===== config.mk =====
export PLATFORM = sky130hd
export DESIGN_NAME = cmd_line_decoder
export DESIGN_NICKNAME = d
export VERILOG_FILES = /design/src/rtl/cmd_dec_pkg.sv /design/src/rtl/cmd_char_class.sv /design/src/rtl/cmd_frame_fsm.sv /design/src/rtl/cmd_field_shift.sv /design/src/rtl/cmd_line_decoder.sv
export SDC_FILE = /design/constraint.sdc
export NUM_CORES = 1
export LEC_CHECK = 0
export ABC_CLOCK_PERIOD_IN_PS = 4000
export BUFFER_PORTS_ARGS = -buffer_cell sky130_fd_sc_hd__buf_2
export CORE_MARGIN = 2
export CORE_UTILIZATION = 35
export DETAILED_ROUTE_END_ITERATION = 10
export PLACE_DENSITY = 0.5
export SLEW_MARGIN = 20
export SYNTH_ARGS = -nofsm -noshare
export SYNTH_HDL_FRONTEND = slang
export SYNTH_SLANG_ARGS = --single-unit
export TNS_END_PERCENT = 10

===== constraint.sdc =====
create_clock -name clk -period 4 [get_ports clk]
set_input_delay 0.2 -clock clk [delete_from_list [all_inputs] [get_ports clk]]
set_output_delay 0.2 -clock clk [all_outputs]
set_load 0.01 [all_outputs]

===== src/rtl/cmd_dec_pkg.sv =====
package cmd_dec_pkg;

  localparam logic [7:0] CH_CR   = 8'h0D;
  localparam logic [7:0] CH_LF   = 8'h0A;
  localparam logic [7:0] CH_RD   = 8'h52;
  localparam logic [7:0] CH_WR   = 8'h57;
  localparam logic [7:0] CH_ZERO = 8'h30;
  localparam logic [7:0] CH_NINE = 8'h39;
  localparam logic [7:0] CH_UA   = 8'h41;
  localparam logic [7:0] CH_UF   = 8'h46;

  typedef enum logic [1:0] {
    PS_IDLE,
    PS_DIGITS,
    PS_TERM,
    PS_SKIP
  } parse_state_t;

  typedef struct packed {
    logic       is_hex;
    logic       is_term;
    logic       is_rd;
    logic       is_wr;
    logic [3:0] nib;
  } char_class_t;

endpackage


===== src/rtl/cmd_char_class.sv =====
module cmd_char_class
  import cmd_dec_pkg::*;
(
  input  logic [7:0]  ch,
  output char_class_t cls
);

  logic       dec_dig;
  logic       hex_let;
  logic [7:0] dec_off;
  logic [7:0] let_off;

  always_comb begin
    dec_dig = (ch >= CH_ZERO) && (ch <= CH_NINE);
    hex_let = (ch >= CH_UA) && (ch <= CH_UF);
    dec_off = ch - CH_ZERO;
    let_off = ch - CH_UA + 8'd10;

    cls.is_hex  = dec_dig || hex_let;
    cls.is_term = (ch == CH_CR) || (ch == CH_LF);
    cls.is_rd   = (ch == CH_RD);
    cls.is_wr   = (ch == CH_WR);
    cls.nib     = dec_dig ? dec_off[3:0] : let_off[3:0];
  end

endmodule


===== src/rtl/cmd_frame_fsm.sv =====
module cmd_frame_fsm
  import cmd_dec_pkg::*;
#(
  parameter int ADDR_NIB = 4,
  parameter int DATA_NIB = 4
) (
  input  logic        clk,
  input  logic        rst,
  input  logic        step,
  input  char_class_t cls,
  output logic        start,
  output logic        shift_en,
  output logic        fire,
  output logic        fire_write
);

  localparam int TOTAL_NIB = ADDR_NIB + DATA_NIB;
  localparam int CNT_W     = $clog2(TOTAL_NIB + 1);

  localparam logic [CNT_W-1:0] NEED_RD = CNT_W'(ADDR_NIB);
  localparam logic [CNT_W-1:0] NEED_WR = CNT_W'(TOTAL_NIB);

  parse_state_t     state_q, state_d;
  logic [CNT_W-1:0] cnt_q, cnt_d;
  logic             wr_q, wr_d;
  logic [CNT_W-1:0] need;
  logic [CNT_W-1:0] cnt_inc;

  assign need    = wr_q ? NEED_WR : NEED_RD;
  assign cnt_inc = cnt_q + 1'b1;

  always_comb begin
    state_d    = state_q;
    cnt_d      = cnt_q;
    wr_d       = wr_q;
    start      = 1'b0;
    shift_en   = 1'b0;
    fire       = 1'b0;
    fire_write = wr_q;

    if (step) begin
      unique case (state_q)
        PS_IDLE: begin
          if (cls.is_rd || cls.is_wr) begin
            start   = 1'b1;
            wr_d    = cls.is_wr;
            cnt_d   = '0;
            state_d = PS_DIGITS;
          end else if (!cls.is_term) begin
            state_d = PS_SKIP;
          end
        end
        PS_DIGITS: begin
          if (cls.is_hex) begin
            shift_en = 1'b1;
            cnt_d    = cnt_inc;
            if (cnt_inc == need) begin
              state_d = PS_TERM;
            end
          end else if (cls.is_term) begin
            state_d = PS_IDLE;
          end else begin
            state_d = PS_SKIP;
          end
        end
        PS_TERM: begin
          if (cls.is_term) begin
            fire    = 1'b1;
            state_d = PS_IDLE;
          end else begin
            state_d = PS_SKIP;
          end
        end
        PS_SKIP: begin
          if (cls.is_term) begin
            state_d = PS_IDLE;
          end
        end
        default: state_d = PS_IDLE;
      endcase
    end
  end

  always_ff @(posedge clk) begin
    if (rst) begin
      state_q <= PS_IDLE;
      cnt_q   <= '0;
      wr_q    <= 1'b0;
    end else begin
      state_q <= state_d;
      cnt_q   <= cnt_d;
      wr_q    <= wr_d;
    end
  end

endmodule


===== src/rtl/cmd_field_shift.sv =====
module cmd_field_shift #(
  parameter int NIB = 8
) (
  input  logic             clk,
  input  logic             rst,
  input  logic             clear,
  input  logic             shift_en,
  input  logic [3:0]       nib_in,
  output logic [4*NIB-1:0] field
);

  localparam int W = 4 * NIB;

  logic [W-1:0] sh_q;

  generate
    if (NIB == 1) begin : g_single
      always_ff @(posedge clk) begin
        if (rst || clear) sh_q <= '0;
        else if (shift_en) sh_q <= nib_in;
      end
    end else begin : g_multi
      always_ff @(posedge clk) begin
        if (rst || clear) sh_q <= '0;
        else if (shift_en) sh_q <= {sh_q[W-5:0], nib_in};
      end
    end
  endgenerate

  assign field = sh_q;

endmodule


===== src/rtl/cmd_line_decoder.sv =====
module cmd_line_decoder
  import cmd_dec_pkg::*;
#(
  parameter int ADDR_W = 16,
  parameter int DATA_W = 16
) (
  input  logic              clk,
  input  logic              rst,
  input  logic              in_valid,
  output logic              in_ready,
  input  logic [7:0]        in_data,
  output logic              req_valid,
  output logic              req_write,
  output logic [ADDR_W-1:0] req_addr,
  output logic [DATA_W-1:0] req_data
);

  localparam int ADDR_NIB  = ADDR_W / 4;
  localparam int DATA_NIB  = DATA_W / 4;
  localparam int TOTAL_NIB = ADDR_NIB + DATA_NIB;
  localparam int FIELD_W   = 4 * TOTAL_NIB;

  char_class_t        cls;
  logic               start;
  logic               shift_en;
  logic               fire;
  logic               fire_write;
  logic [FIELD_W-1:0] field;

  assign in_ready = 1'b1;

  cmd_char_class u_class (
    .ch  (in_data),
    .cls (cls)
  );

  cmd_frame_fsm #(
    .ADDR_NIB (ADDR_NIB),
    .DATA_NIB (DATA_NIB)
  ) u_fsm (
    .clk        (clk),
    .rst        (rst),
    .step       (in_valid),
    .cls        (cls),
    .start      (start),
    .shift_en   (shift_en),
    .fire       (fire),
    .fire_write (fire_write)
  );

  cmd_field_shift #(
    .NIB (TOTAL_NIB)
  ) u_field (
    .clk      (clk),
    .rst      (rst),
    .clear    (start),
    .shift_en (shift_en),
    .nib_in   (cls.nib),
    .field    (field)
  );

  always_ff @(posedge clk) begin
    if (rst) begin
      req_valid <= 1'b0;
      req_write <= 1'b0;
      req_addr  <= '0;
      req_data  <= '0;
    end else begin
      req_valid <= fire;
      if (fire) begin
        req_write <= fire_write;
        if (fire_write) begin
          req_addr <= field[FIELD_W-1 -: ADDR_W];
          req_data <= field[DATA_W-1:0];
        end else begin
          req_addr <= field[ADDR_W-1:0];
          req_data <= '0;
        end
      end
    end
  end

endmodule


# ---- After elaboration in Yosys (flattened, before gate mapping)
# Index checks and enable logic that the tools add are counted.
dict set report totals {
  reg_bits 73
  latchBits 0
  ramBits 0
  mem_bits_ro 0
  out_inout_bits 35
  elab_cells 63
  mem_count 0
}
dict set report classes {
  add_sub_neg 4
  multipliers 0
  div 0
  order_cmp 4
  n_eq_ne 13
  shift 0
  muxes 23
  n_bitwise 0
  reduce_logical 11
}
# op n
set ops {}
lappend ops {{$mux 16} 2}
lappend ops {{$eq 8x4->1 const B} 2}
lappend ops {{$eq 8x7->1 const B} 2}
lappend ops {{$mux 4} 4}
lappend ops {{$mux 2} 6}
lappend ops {{$mux 1} 9}
lappend ops {{$ge 8x6->1 const B} 1}
lappend ops {{$ge 8x7->1 const B} 1}
lappend ops {{$le 8x6->1 const B} 1}
lappend ops {{$le 8x7->1 const B} 1}
lappend ops {{$pmux 2 s4} 1}
lappend ops {{$pmux 4 s2} 1}
lappend ops {{$reduce_and 4->1} 2}
lappend ops {{$sub 4x1->4 const B} 2}
lappend ops {{$add 4x1->4 const B} 1}
lappend ops {{$add 4x4->4 const B} 1}
lappend ops {{$eq 2x2->1 const B} 2}
lappend ops {{$eq 4x4->1} 1}
lappend ops {{$logic_or 1x1->1} 4}
lappend ops {{$ne 2x1->1 const B} 2}
lappend ops {{$ne 3x2->1 const B} 1}
lappend ops {{$ne 3x3->1 const B} 1}
lappend ops {{$reduce_and 3->1} 1}
lappend ops {{$eq 2x1->1 const B} 1}
lappend ops {{4 further kinds} 5}

# ---- Depth between registers and ports, before layout
# Gate-level depths: netlist (run 1).
dict set report logic_depth {
  ltp_word 6
  depth_mapped 9
  ltp_nobuf 7
}

# ---- Modules after synthesis
# A second synthesis (run 1) with hierarchy kept.
dict set report hier_totals {
  hier_cells 342
  area_unflattened_um2 3300.7
}
# mod n_inst cells_per_inst area_each_um2
set by_module_without_submodules {}
lappend by_module_without_submodules {cmd_line_decoder 1 150 1410.1}
lappend by_module_without_submodules {cmd_field_shift 1 105 1156.1}
lappend by_module_without_submodules {cmd_frame_fsm 1 53 441.7}
lappend by_module_without_submodules {cmd_char_class 1 34 292.8}

# ---- Least setup slack after synthesis (run 1)
# Ideal clock, no wire load.
dict set report synth_timing {
  kind {input port to flip-flop}
  from {input port in_data[1]}
  to {register u_field.sh_q[10] (netlist: u_field.field[10])}
  setup_time_ps 134
  t_arrival_ps 1713
  slack_ps 2153
  path_stages 9
  path_buffers 2
  path_cell_list {inv_1 -> ha_1 -> or4b_4 -> and3_4 -> o211a_1 -> buf_6 -> buf_6 -> nand2_1 -> a21oi_1}
}
dict set report synth_between {
  elab_chain_len 6
  word_cells_on_any_way 17
  cone_classes {order compare: 4; eq/ne: 2; mux: 6; reduce/logical: 5}
}
# element line_no
set synth_rtl {}
lappend synth_rtl {{start: declaration} cmd_line_decoder.sv:11} ;# input logic [7:0] in_data,
lappend synth_rtl {{$ge 8x6->1, or another cell as far along} cmd_char_class.sv:14} ;# dec_dig = (ch >= CH_ZERO) && (ch <= CH_NINE);
lappend synth_rtl {{$logic_and 1x1->1, or another cell as far along} cmd_char_class.sv:14}
lappend synth_rtl {{$logic_or 1x1->1 or $mux 1 (tied branches)} {cmd_char_class.sv:19, cmd_frame_fsm.sv:44}}
lappend synth_rtl {{$mux 1 (on tied branches)} {cmd_frame_fsm.sv:54, cmd_frame_fsm.sv:42}}
lappend synth_rtl {{$mux 1 (on tied branches)} {cmd_frame_fsm.sv:42, cmd_frame_fsm.sv:41}}
lappend synth_rtl {{$mux 1 or $logic_or 1x1->1 (tied branches)} {cmd_frame_fsm.sv:41, cmd_field_shift.sv:24}}
lappend synth_rtl {{end signal: assignment} cmd_field_shift.sv:25} ;# else if (shift_en) sh_q <= {sh_q[W-5:0], nib_in};
lappend synth_rtl {{end: declaration} cmd_field_shift.sv:14} ;# logic [W-1:0] sh_q;
# Parallel ways exist; a longest one is shown, timed or not.
# A chain may end at the register's enable or synchronous reset.

# ---- Final worst setup path (run 1)
dict set report layout_timing {
  from {input port in_data[1]}
  to {register u_fsm.cnt_q[2]}
}
dict set report layout_between {
  elab_chain_len 5
  word_cells_on_any_way 13
  cone_classes {order compare: 4; eq/ne: 4; reduce/logical: 5}
}
# element line_no
set layout_rtl {}
lappend layout_rtl {{$ge 8x6->1, or another cell as far along} cmd_char_class.sv:14}
lappend layout_rtl {{$logic_and 1x1->1 (on tied branches)} {cmd_char_class.sv:14, cmd_char_class.sv:15}}
lappend layout_rtl {{$logic_or 1x1->1} cmd_char_class.sv:19} ;# cls.is_hex = dec_dig || hex_let;
lappend layout_rtl {{$ne 2x2->1 (no line)} --}
lappend layout_rtl {{$reduce_and 4->1 (no line) (*)} --}
lappend layout_rtl {{end signal: assignment} cmd_frame_fsm.sv:91} ;# cnt_q <= cnt_d;
lappend layout_rtl {{end: declaration} cmd_frame_fsm.sv:24} ;# logic [CNT_W-1:0] cnt_q, cnt_d;
# Mark *: on every way between the ends. The rest lies on a longest branch, timed or not.

==> results of run 1 <==
-- metal layers --
layer | vias up | track usage | wire length, um
li1 | 1309 | - | -
met1 | 1173 | 0.203 | 3620
met2 | 47 | 0.248 | 3350
met3 | 7 | 0.0344 | 233
met4 | 0 | 0.0601 | 91
met5 | - | 0 | 0
-- through the flow --
step           utilization  hold slack, ns  cells  power, mW
3_3_place_gp         0.389           0.437    492      0.803
5_1_grt              0.413           0.179    508       1.44
4_1_cts              0.413           0.164    508       1.40
2_1_floorplan            -           0.363    363      0.786
6_report             0.413           0.183    508       1.38
3_5_place_dp         0.389           0.444    492      0.804
-- layout make-up --
| cell class | count | share of cell area |
|---|---|---|
| Inverter | 3 | 0.00311 |
| Multi-Input combinational cell | 259 | 0.428 |
| Sequential cell | 73 | 0.404 |
| Clock inverter | 6 | 0.0180 |
| Clock buffer | 10 | 0.0381 |
| Tap cell | 108 | 0.0374 |
| Timing Repair Buffer | 49 | 0.0713 |
-- power by group through the flow --
stage	registers, mW	logic [mW]	clock network (mW)
2_1_floorplan	0.747	0.0391	0
3_3_place_gp	0.748	0.0553	0
3_5_place_dp	0.748	0.0560	0
4_1_cts	0.731	0.0562	0.614
5_1_grt	0.731	0.0614	0.644
6_report	0.731	0.0558	0.596
-- worst max-delay path by stage --
stage                     startpoint                end  slack, ns  cells after the start
final                     in_data[1]     u_fsm.cnt_q[2]       1.66                      9
after global routing      in_data[0]     u_fsm.cnt_q[2]       1.52                      9
after CTS                 in_data[1]     u_fsm.cnt_q[2]       1.70                      9
after detailed placement  in_data[1]     u_fsm.cnt_q[2]       1.35                      9
after global placement    in_data[0]     u_fsm.cnt_q[2]       1.43                      9
after floorplan           in_data[1]  u_field.field[10]       2.15                      9
-- synthesized netlist by cell type (2+ instances only) --
| library cell | instances |
|---|---|
| nand2_1 | 81 |
| dfxtp_1 | 73 |
| a21oi_1 | 50 |
| nor2_1 | 25 |
| mux2i_1 | 18 |
| nand3_1 | 18 |
| a211oi_1 | 17 |
| clkbuf_1 | 14 |
| ha_1 | 7 |
| buf_2 | 6 |
| buf_6 | 6 |
| a211oi_2 | 3 |
| a31oi_1 | 3 |
| inv_1 | 3 |
| nor2b_1 | 3 |
| xnor2_1 | 3 |
| buf_4 | 2 |
| mux2_2 | 2 |
| nand2b_1 | 2 |
| xor2_1 | 2 |
-- sequential cells by signal, indices dropped and copies added (netlist names) --
register          flops
req_addr             16
req_data             16
req_valid             1
req_write             1
u_field.field        32
u_fsm.cnt_q           4
u_fsm.fire_write      1
u_fsm.state_q         2
-- layout by cell type (no fill, tap or decap), drive strengths merged, types with 2 or more instances in the layout --
| cell type | Yosys | final |
|---|---|---|
| nand2 | 81 | 81 |
| buf | 14 | 49 |
| clkbuf | 14 | 10 |
| nor2b | 3 | 3 |
| a21oi | 50 | 50 |
| xor2 | 2 | 2 |
| and3 | 2 | 2 |
| nand3 | 18 | 18 |
| nor4b | 2 | 2 |
| mux2 | 3 | 3 |
| a31oi | 3 | 3 |
| nand2b | 2 | 2 |
| inv | 3 | 4 |
| mux2i | 18 | 18 |
| a2111oi | 2 | 2 |
| nor2 | 25 | 25 |
| xnor2 | 3 | 3 |
| ha | 7 | 7 |
| clkinv | 0 | 3 |
| a211oi | 20 | 20 |
| dfxtp | 73 | 73 |
-- cell families after synthesis --
family	after synthesis	share of synthesized area
flip-flops	73	0.459
AO/OA/AOI/OAI	83	0.178
buffers and inverters	31	0.0554
adder cells (fa/ha/maj)	7	0.0275
other	1	0.00118
AND/OR/NAND/NOR	142	0.199
XOR/XNOR	5	0.0137
multiplexers	21	0.0672
==> summary.txt, run 1 <==
Drt
  – Drt pass-1 iters: 4
  – Final WL: ~7.3 mm
  – Vias per Instance: approximately 5
  – Vias: around 2500
  – Residual DRC: 0
  – Starting DRT DRC Count: 97
  – WL per Instance: 14.3 um
  – Routed Antenna Nets: 0

Timing
  – Final setup margin: 1.66 ns
  – Fin Clk Skew: 0.0146 ns
  – Max_slew headroom: 0.414
  – Slew of the pin with the lowest slew margin: about 0.87 ns
  – Final period utilization: 0.584
  – Min Tclk post-route: ~2.3 ns
  – RSZ-0062 raised after global routing: false
  – # setup viols final: 0
  – Final Max Tran Viols: 0
  – Setup_tns: 0 ns
  – F_max: around 0.43 GHz
  – Final hold violations: 0

Worst hold path
  – Worst hold endpoint: u_fsm.state_q[1]
  – Worst min path class: in -> reg
  – Hold path depth: 2
  – Hold path start: in_valid

Die
  – IO Count: 46
  – Rows: 34
  – Die area: around 9900 sq um
  – Initial Util: 0.364
  – Die width: ~99 um
  – Die Y: 99.4 um
  – Core ar.: around 8800 sq um

Synthesis
  – Syn Inst Count: between 300 and 400
  – Synthesized Nets: approximately 380
  – Yosys warns: 0
  – Yosys reg bits: between 70 and 80
  – Mapped Area: about 3200 sq um
  – Syn avg cell area: approximately 8.8 sq um
  – Area contributors post-synth: dfxtp_1, nand2_1, a21oi_1
  – Async S/R FF share, synth: 0
  – Unique cell type count in the Yosys netlist: between 40 and 50
  – Number of synthesized flops with an enable pin: 0
  – Post-synthesis sequential area ratio: 0.459
  – Leading area contributor after synthesis: dfxtp_1
  – Post-synth top area share: 0.459
  – Main synth FF type: dfxtp_1

Critical path
  – Reg2reg end: u_fsm.cnt_q[2]
  – Crit-path max cell delay: around 0.63 ns
  – Crit-path cells: buf_2, inv_1, ha_1, o21bai_4, a2111oi_4, o211a_1, buf_4, a21oi_1, a21o_1
  – Reg-to-reg startpoint: u_fsm.state_q[0]
  – Worst Path Buf+Inv: 3
  – Req. time, crit path: 4.23 ns
  – Startpoint Class: input pin
  – Crit path kind: in -> reg
  – Worst Path Arrival: roughly 2.6 ns
  – Worst R2R Path Depth: 5
  – Cell family with the largest share of critical-path delay: compound AO/OA/AOI/OAI gates
  – CP max FO: 20
  – R2R setup slack: 1.92 ns
  – Crit. End Element: flop
  – Master of the slowest instance on the critical path: o211a_1

Power and ir drop
  – Internal power: approximately 1.1 mW
  – Flop pwr share: 0.529
  – Net Sw Frac: 0.238
  – Psw: ~0.33 mW
  – Lkg Pwr: between 1 and 1.5 nW
  – Share of total power in combinational logic: 0.040
  – Clock power share: 0.431
  – Pwr Density: roughly 380 nW/um^2
  – Worst VDD drop: around 0.17 mV

Place
  – DP Area: ~3400 sq um
  – I/O Buffers: 44
  – HPWL after DPL: just under 5 mm
  – Gpl congestion: ~0.82
  – Pre-CTS WS: about 1.3 ns

Run
  – Max cap viols: 0

CTS
  – Clk root buf: clkbuf_8
  – Max clock buf depth: 2
  – Clk slew on worst S/H paths: ~0.070 ns
  – CTS tree: built
  – Worst-Skew Late Latency: 0.35 ns
  – Hold Buf Count CTS: 0
  – Post-CTS setup buffer count: 0
  – Clock tree sinks: 73
  – Post-CTS sizing: 0
  – H-Tree Level Count: 3
  – TritonCTS buffer count: 9

GRT
  – Grt ovf: 0
  – Vias in the first global route: approximately 2400
  – Global-route wire length before repair: between 10 and 15 mm
  – Gr usage total: 0.155
  – Antenna violations before repair: 0
  – Largest net degree at the start of global routing: 50

Layout
  – Area Growth Syn to Fin: 13.5%
  – Sequential cell area: 1460 sq um
  – Final instance area: roughly 3600 sq um
  – Nets: a little over 400
  – Layout cells sized above 1: 0.195
  – Filler Cells Inserted: 928
  – Antenna diodes: 0
  – Multi-input logic area: roughly 1500 sq um

Outcome
  – Status: completed
(Power assumes the default switching activity.)
==> run 2, diff against run 1 <==
--- a/config.mk
+++ b/config.mk
@@ -5,7 +5,8 @@
 export SDC_FILE = /design/constraint.sdc
 export NUM_CORES = 1
 export LEC_CHECK = 0
-export ABC_CLOCK_PERIOD_IN_PS = 4000
+export ABC_AREA = 1
+export ABC_CLOCK_PERIOD_IN_PS = 2190
 export BUFFER_PORTS_ARGS = -buffer_cell sky130_fd_sc_hd__buf_2
 export CORE_MARGIN = 2
 export CORE_UTILIZATION = 35
==> constraint.sdc (replaced) <==
create_clock -name clk -period 2.19 [get_ports clk]
set_input_delay 0.1095 -clock clk [delete_from_list [all_inputs] [get_ports clk]]
set_output_delay 0.1095 -clock clk [all_outputs]
set_load 0.01 [all_outputs]
==> run 2 against run 1 <==
Effect of this change: flip-flop and latch count unchanged; die area up 2.7%; count of clock-buffer cells in the layout up 1; critical path type is now reg -> reg; largest power group unchanged; highest routed layer unchanged.
==> summary.txt, run 2 <==
Synthesis
  – Most numerous cell in the Yosys netlist: nand2_1
  – Unique cell type count in the Yosys netlist: 29 (-36%)
  – Syn avg cell area: 7.53 sq um (-14%)
  – Number of synthesized flops with an enable pin: 0 (unchanged)
  – Mapped Area: 3280 sq um (+2.8%)
  – Post-synthesis sequential area ratio: 0.446 (-0.0126)
  – Syn Inst Count: 435 (+20%)
  – Top cells by count, synth: nand2_1, dfxtp_1, a21oi_1, nand3_1, nor2_1
  – Async S/R FF share, synth: 0 (unchanged)
  – Yosys warns: 0 (unchanged)
  – Post-synth top area share: 0.446 (-0.0126)
  – Leading area contributor after synthesis: dfxtp_1
  – Main synth FF type: dfxtp_1
  – Yosys reg bits: 73 (unchanged)
  – Synthesized Nets: 453 (+19%)
  – Area contributors post-synth: dfxtp_1, nand2_1, a21oi_1

Die
  – Rows: 35 (+2.9%)
  – Initial Util: 0.358 (-0.00561)
  – Die Y: 101 um (+1.3%)
  – Die width: 101 um (+1.3%)
  – Core ar.: 9150 sq um (+4.4%)
  – Die area: 10100 sq um (+2.7%)
  – IO Count: 46 (unchanged)

GRT
  – Gr usage total: 0.169 (+0.0142)
  – Global routing usage on met1: 0.241 (+0.0383)
  – Met2 GRT Util: 0.258 (+0.0100)
  – Grt ovf: 0 (unchanged)
  – Largest net degree at the start of global routing: 37 (-26%)
  – Antenna violations before repair: 0 (unchanged)
  – Global-route wire length before repair: 13.4 mm (+10%)
  – Vias in the first global route: 2718 (+12%)
  – Met3 usage in global routing: 0.0298 (-0.00461)
  – Busiest metal layer after global routing: met2

Timing
  – Setup_tns: 0 ns (unchanged)
  – # setup viols final: 0 (unchanged)
  – Slew of the pin with the lowest slew margin: 0.593 ns (-0.282 ns)
  – RSZ-0062 raised after global routing: false
  – Hold_ws: 0.138 ns (-0.0444 ns)
  – Max_slew headroom: 0.605 (+0.191)
  – Final Max Tran Viols: 0 (unchanged)
  – Final hold violations: 0 (unchanged)
  – Fin Clk Skew: 0.0123 ns (-0.00230 ns)
  – Final setup margin: 0.548 ns (-1.12 ns)
  – Min Tclk post-route: 1.64 ns
  – F_max: slightly above 0.6 GHz
  – Final period utilization: 0.750

Drt
  – Drt pass-1 iters: 4 (unchanged)
  – Vias: 2927 (+15%)
  – Final WL: 8.04 mm (+10%)
  – WL per Instance: 13.6 um (-5.4%)
  – Routed Antenna Nets: 0 (unchanged)
  – Starting DRT DRC Count: 157 (+62%)
  – Vias per Instance: 4.94 (-1.1%)
  – Residual DRC: 0 (unchanged)

CTS
  – Hold Buf Count CTS: 0 (unchanged)
  – Post-CTS setup buffer count: 0 (unchanged)
  – Worst-Skew Late Latency: 0.34 ns (about the same)
  – TritonCTS buffer count: 9 (unchanged)
  – Clk slew on worst S/H paths: 0.08 ns (about the same)
  – CTS tree: built
  – Clk root buf: clkbuf_8
  – H-Tree Level Count: 3 (unchanged)
  – Post-CTS sizing: 0 (unchanged)
  – Clock tree sinks: 73 (unchanged)
  – Max clock buf depth: 2 (unchanged)

Layout
  – Max FFs per register: 32 (unchanged)
  – Commonest non-fill, non-tap cell in the layout: nand2_1
  – Area Growth Syn to Fin: 15.1%
  – Nets: 495 (+20%)
  – Layout cells sized above 1: 0.164 (-0.0311)
  – Antenna diodes: 0 (unchanged)
  – Most frequent cells in the layout: nand2_1, dfxtp_1, a21oi_1
  – Finished Layout Cells: 593 (+17%)

Power and ir drop
  – Internal power: 1.83 mW (+74%)
  – Clock power share: 0.394 (-0.037)
  – Flop pwr share: 0.544 (+0.015)
  – Pwr Total: 2.47 mW (+78%)
  – Share of total power in combinational logic: 0.062 (+0.022)
  – Net Sw Frac: 0.257 (+0.0190)
  – Lkg Pwr: 1.55 nW (+19%)
  – Pwr Density: 654 nW/um^2 (+71%)
  – Psw: 0.635 mW (+93%)
  – Worst VDD drop: 0.252 mV (+52%)

Worst hold path
  – Hold path depth: 4 (+2)
  – Hold path start: in_data[5]
  – Worst hold endpoint: u_fsm.fire_write
  – Worst min path class: in -> reg

Place
  – Gpl congestion: 0.803 (-1.6%)
  – Pre-CTS WS: 0.280 ns (-1.07 ns)
  – HPWL after DPL: 5.74 mm (+18%)
  – I/O Buffers: 44 (unchanged)
  – Placed cells: 577 (+17%)

Critical path
  – Worst Path Arrival: 1.88 ns (-0.69 ns)
  – Req. time, crit path: 2.43 ns (-1.80 ns)
  – Reg-to-reg startpoint: u_fsm.state_q[1]
  – Reg2reg end: req_addr[9]
  – CP max FO: 33 (+65%)
  – Crit path kind: reg -> reg
  – Worst R2R Path Depth: 7 (+2)
  – R2R setup slack: 0.55 ns (-1.37 ns)
  – Crit. End Element: flop
  – Startpoint Class: flop

Outcome
  – Status: completed

Run
  – Max cap viols: 0 (unchanged)
==> run 2: logic make-up after synthesis <==
kind of cell	count (synthesis)	share of synthesized area
compound gates	89	0.155
xor+xnor	2	0.00535
fa+ha+maj	7	0.0267
buf+inv	46	0.0703
flops	73	0.446
mux	7	0.0214
other cells	1	0.00114
simple gates	210	0.274
==> run 2: critical path, stage by stage, from the launching register on <==
cell and delay (ns):
dfxtp_1 0.42, inv_1 0.11, nor2_1 0.13, inv_1 0.12
nor3_4 0.25, buf_12 0.21, nand3_1 0.15, o211a_1 0.14
==> run 2: layout make-up <==
class | instances | area [sq um]
Multi-Input combinational cell | 316 | 1580
Tap cell | 111 | 139
Clock buffer | 11 | 141
Timing Repair Buffer | 54 | 320
Fill cell | 991 | 5380
Sequential cell | 73 | 1460
Inverter | 23 | 86.3
Clock inverter | 5 | 38.8
==> run 2: how the worst max path moves through the flow <==
stage	from	cells after the start	to
after CTS	u_fsm.state_q[1]	7	req_addr[9]
after floorplan	in_data[1]	10	req_data[10]
after detailed placement	in_data[1]	14	u_field.field[10]
after global placement	in_data[1]	10	req_addr[9]
after global routing	u_fsm.state_q[1]	7	req_addr[9]
final	u_fsm.state_q[1]	7	req_addr[9]
==> run 2: stage by stage <==
stage          instance area [sq um]  utilization
3_3_place_gp                    3590        0.392
3_5_place_dp                    3590        0.392
5_1_grt                         3770        0.412
2_1_floorplan                   3280            -
6_report                        3770        0.412
4_1_cts                         3770        0.412
==> run 2: power groups by stage <==
| stage | Clock [mW] | Sequential [mW] | Combinational (mW) |
|---|---|---|---|
| after floorplan | 0 | 1.37 | 0.105 |
| after global placement | 0 | 1.37 | 0.152 |
| after detailed placement | 0 | 1.37 | 0.153 |
| after CTS | 0.995 | 1.34 | 0.154 |
| after global routing | 1.06 | 1.34 | 0.173 |
| final | 0.971 | 1.34 | 0.153 |
==> run 2: layer usage <==
layer,share of wire,wire length (um),vias up
met5,0,0,-
met4,0.012,99,0
met3,0.038,306,8
met2,0.46,3720,53
met1,0.49,3920,1347
li1,-,-,1519
==> run 3, diff against run 2 <==
--- a/config.mk
+++ b/config.mk
@@ -6,7 +6,7 @@
 export NUM_CORES = 1
 export LEC_CHECK = 0
 export ABC_AREA = 1
-export ABC_CLOCK_PERIOD_IN_PS = 2190
+export ABC_CLOCK_PERIOD_IN_PS = 1600
 export BUFFER_PORTS_ARGS = -buffer_cell sky130_fd_sc_hd__buf_2
 export CORE_MARGIN = 2
 export CORE_UTILIZATION = 35
==> constraint.sdc (replaced) <==
create_clock -name clk -period 1.6 [get_ports clk]
set_input_delay 0.08 -clock clk [delete_from_list [all_inputs] [get_ports clk]]
set_output_delay 0.08 -clock clk [all_outputs]
set_load 0.01 [all_outputs]
==> run 3 against run 2 <==
Effect of this change: global-route usage grew 0.54 points; non-clock buffer count grew 20; via count grew 2.2%; register-to-register slack lost 0.42 ns; sequential share of layout area shrank 1.9 points; combinational power grew 54%; die area is the same; worst setup slack lost 0.42 ns; worst hold slack lost 0.061 ns; wire length grew 0.40%; first-iteration DRC count grew 23%; critical path type unchanged.
==> summary.txt, run 3 (synthesis gave the netlist of run 2 again) <==
Outcome
  – Status: completed

CTS
  – Clock tree sinks: 73 (unchanged)
  – H-Tree Level Count: 3 (unchanged)
  – Hold Buf Count CTS: 0 (unchanged)
  – Max clock buf depth: 2 (unchanged)
  – Worst-Skew Late Latency: 0.35 ns (about the same)
  – CTS tree: built
  – Clk root buf: clkbuf_8
  – TritonCTS buffer count: 9 (unchanged)
  – Clk slew on worst S/H paths: 0.08 ns (about the same)

Timing
  – Final Max Tran Viols: 0 (unchanged)
  – RSZ-0062 raised after global routing: false
  – # setup viols final: 0 (unchanged)
  – Final period utilization: 0.918 (+0.168)
  – Setup_tns: 0 ns (unchanged)
  – Final hold violations: 0 (unchanged)
  – Hold_ws: 0.0777 ns (-0.0606 ns)
  – F_max: 0.681 GHz (+12%)
  – Fin Clk Skew: 0.00860 ns (-0.00365 ns)
  – Min Tclk post-route: 1.47 ns (-0.174 ns)

Critical path
  – Crit path depth: 7 (unchanged)
  – Crit-path cells: inv_1, nor2_1, inv_1, nor3_4, buf_12, nand3_1, o211a_1
  – Cell family with the largest share of critical-path delay: simple AND/OR/NAND/NOR gates
  – R2R setup slack: 0.13 ns (-0.42 ns)
  – Req. time, crit path: 1.85 ns (-0.58 ns)
  – Crit path kind: reg -> reg
  – Crit-path max cell delay: 0.33 ns (-0.09 ns)
  – Master of the slowest instance on the critical path: dfxtp_1
  – Critical Path Source: u_fsm.state_q[1]
  – Worst R2R Path Depth: 7 (unchanged)
  – Reg-to-reg startpoint: u_fsm.state_q[1]
  – CP max FO: 22 (-33%)
  – Startpoint Class: flop
  – Worst Path Arrival: 1.72 ns (-0.16 ns)
  – Crit path capture: req_addr[9]
  – Top cell by count, worst path: inv_1
  – Crit. End Element: flop
  – Worst Path Buf+Inv: 3 (unchanged)
  – Reg2reg end: req_addr[9]

Layout
  – Area Growth Syn to Fin: 21.4%
  – Commonest non-fill, non-tap cell in the layout: nand2_1
  – Antenna diodes: 0 (unchanged)
  – Most frequent cells in the layout: nand2_1, dfxtp_1, a21oi_1
  – Nets: 515 (+4.0%)
  – Max FFs per register: 32 (unchanged)
  – Final Util: 0.434 (+0.0224)
  – Layout cells sized above 1: 0.205 (+0.0413)

Die
  – Die width: 101 um (unchanged)
  – Die Y: 101 um (unchanged)
  – Initial Util: 0.358 (unchanged)
  – Rows: 35 (unchanged)
  – IO Count: 46 (unchanged)
  – Core ar.: 9150 sq um (unchanged)
  – Die area: 10100 sq um (unchanged)

Power and ir drop
  – Pwr Density: 903 nW/um^2 (+38%)
  – Share of total power in combinational logic: 0.066 (+0.004)
  – Psw: 0.837 mW (+32%)
  – Lkg Pwr: 1.67 nW (+7.8%)
  – Internal power: 2.75 mW (+50%)
  – Flop pwr share: 0.511 (-0.033)
  – Worst VDD drop: 0.743 mV (+190%)
  – Clock power share: 0.423 (+0.029)
  – Pwr Total: 3.59 mW (+46%)
  – Net Sw Frac: 0.233 (-0.0241)

Run
  – Max cap viols: 0 (unchanged)

GRT
  – Largest net degree at the start of global routing: 35 (-5.4%)
  – Grt ovf: 0 (unchanged)
  – Antenna violations before repair: 0 (unchanged)
  – Gr usage total: 0.174 (+0.00541)
  – Global-route wire length before repair: 13.7 mm (+1.8%)
  – Vias in the first global route: 2700 (-0.66%)

Place
  – HPWL after DPL: 5.82 mm (+1.5%)
  – Gpl congestion: 0.830 (+3.3%)
  – I/O Buffers: 44 (unchanged)

Drt
  – WL per Instance: 13.2 um (-2.9%)
  – Drt pass-1 iters: 4 (unchanged)
  – Vias: 2990 (+2.2%)
  – Final WL: 8.08 mm (+0.40%)
  – Starting DRT DRC Count: 193 (+23%)
  – Routed Antenna Nets: 0 (unchanged)
  – Residual DRC: 0 (unchanged)
  – Vias per Instance: 4.88 (-1.2%)

Worst hold path
  – Worst min path class: in -> reg
[run 3: changes by cell type in the layout (fill, tap and decap cells not counted), moves of 2 or more]
cell,before,now
clkbuf_8,10,12
dfxtp_1,73,71
buf_4,8,27
dfxtp_2,0,2
inv_6,2,0
[run 3: worst register-to-register path: cells and delay by family (launching register included)]
family | cells | cell delay [ns]
AO/OA/AOI/OAI | 1 | 0.14
buffers and inverters | 3 | 0.39
flip-flops | 1 | 0.33
AND/OR/NAND/NOR | 3 | 0.51
[run 3: layer usage]
metal	global-route usage	vias up	share of wire
met5	0	-	0
met2	0.250	66	0.45
met4	0.0400	0	0.0076
met3	0.0555	6	0.035
met1	0.253	1356	0.51
li1	-	1562	-
[run 3: power by group through the flow]
stage / combinational, mW / sequential, mW / clock [mW]
after global routing: 0.265 / 1.84 / 1.64
after detailed placement: 0.233 / 1.88 / 0
after CTS: 0.234 / 1.84 / 1.56
after global placement: 0.233 / 1.88 / 0
after floorplan: 0.144 / 1.88 / 0
final: 0.236 / 1.84 / 1.52
[run 3: metrics by stage]
step	setup WS (ns)	cells	cell area, sq um
2_1_floorplan	0.165	435	3280
3_3_place_gp	-0.0836	597	3750
3_5_place_dp	-0.115	597	3750
4_1_cts	0.0838	613	3970
5_1_grt	0.0119	613	3980
6_report	0.131	613	3980
[run 3: how the worst min path moves through the flow]
stage,from,end,cells after the start
finish,rst,u_fsm.fire_write,4
global route,rst,u_fsm.fire_write,4
CTS,rst,u_fsm.fire_write,4
detailed placement,rst,u_fsm.fire_write,4
global placement,req_addr[3],req_addr[3],1
floorplan,rst,u_fsm.cnt_q[2],3
[run 3: area by class of cell]
| class | count | area [sq um] |
|---|---|---|
| clock buffer | 12 | 165 |
| clock inverter | 4 | 50.0 |
| fill | 941 | 5180 |
| inverter | 23 | 88.8 |
| multi-input combinational | 316 | 1590 |
| sequential | 73 | 1460 |
| tap | 111 | 139 |
| timing repair buffer | 74 | 483 |
[run 3: repair_timing]
item,in CTS,in global routing
endpoints found under the setup margin,1,6
setup buffers,0,0
pin swaps,0,1
resized for setup,1,3
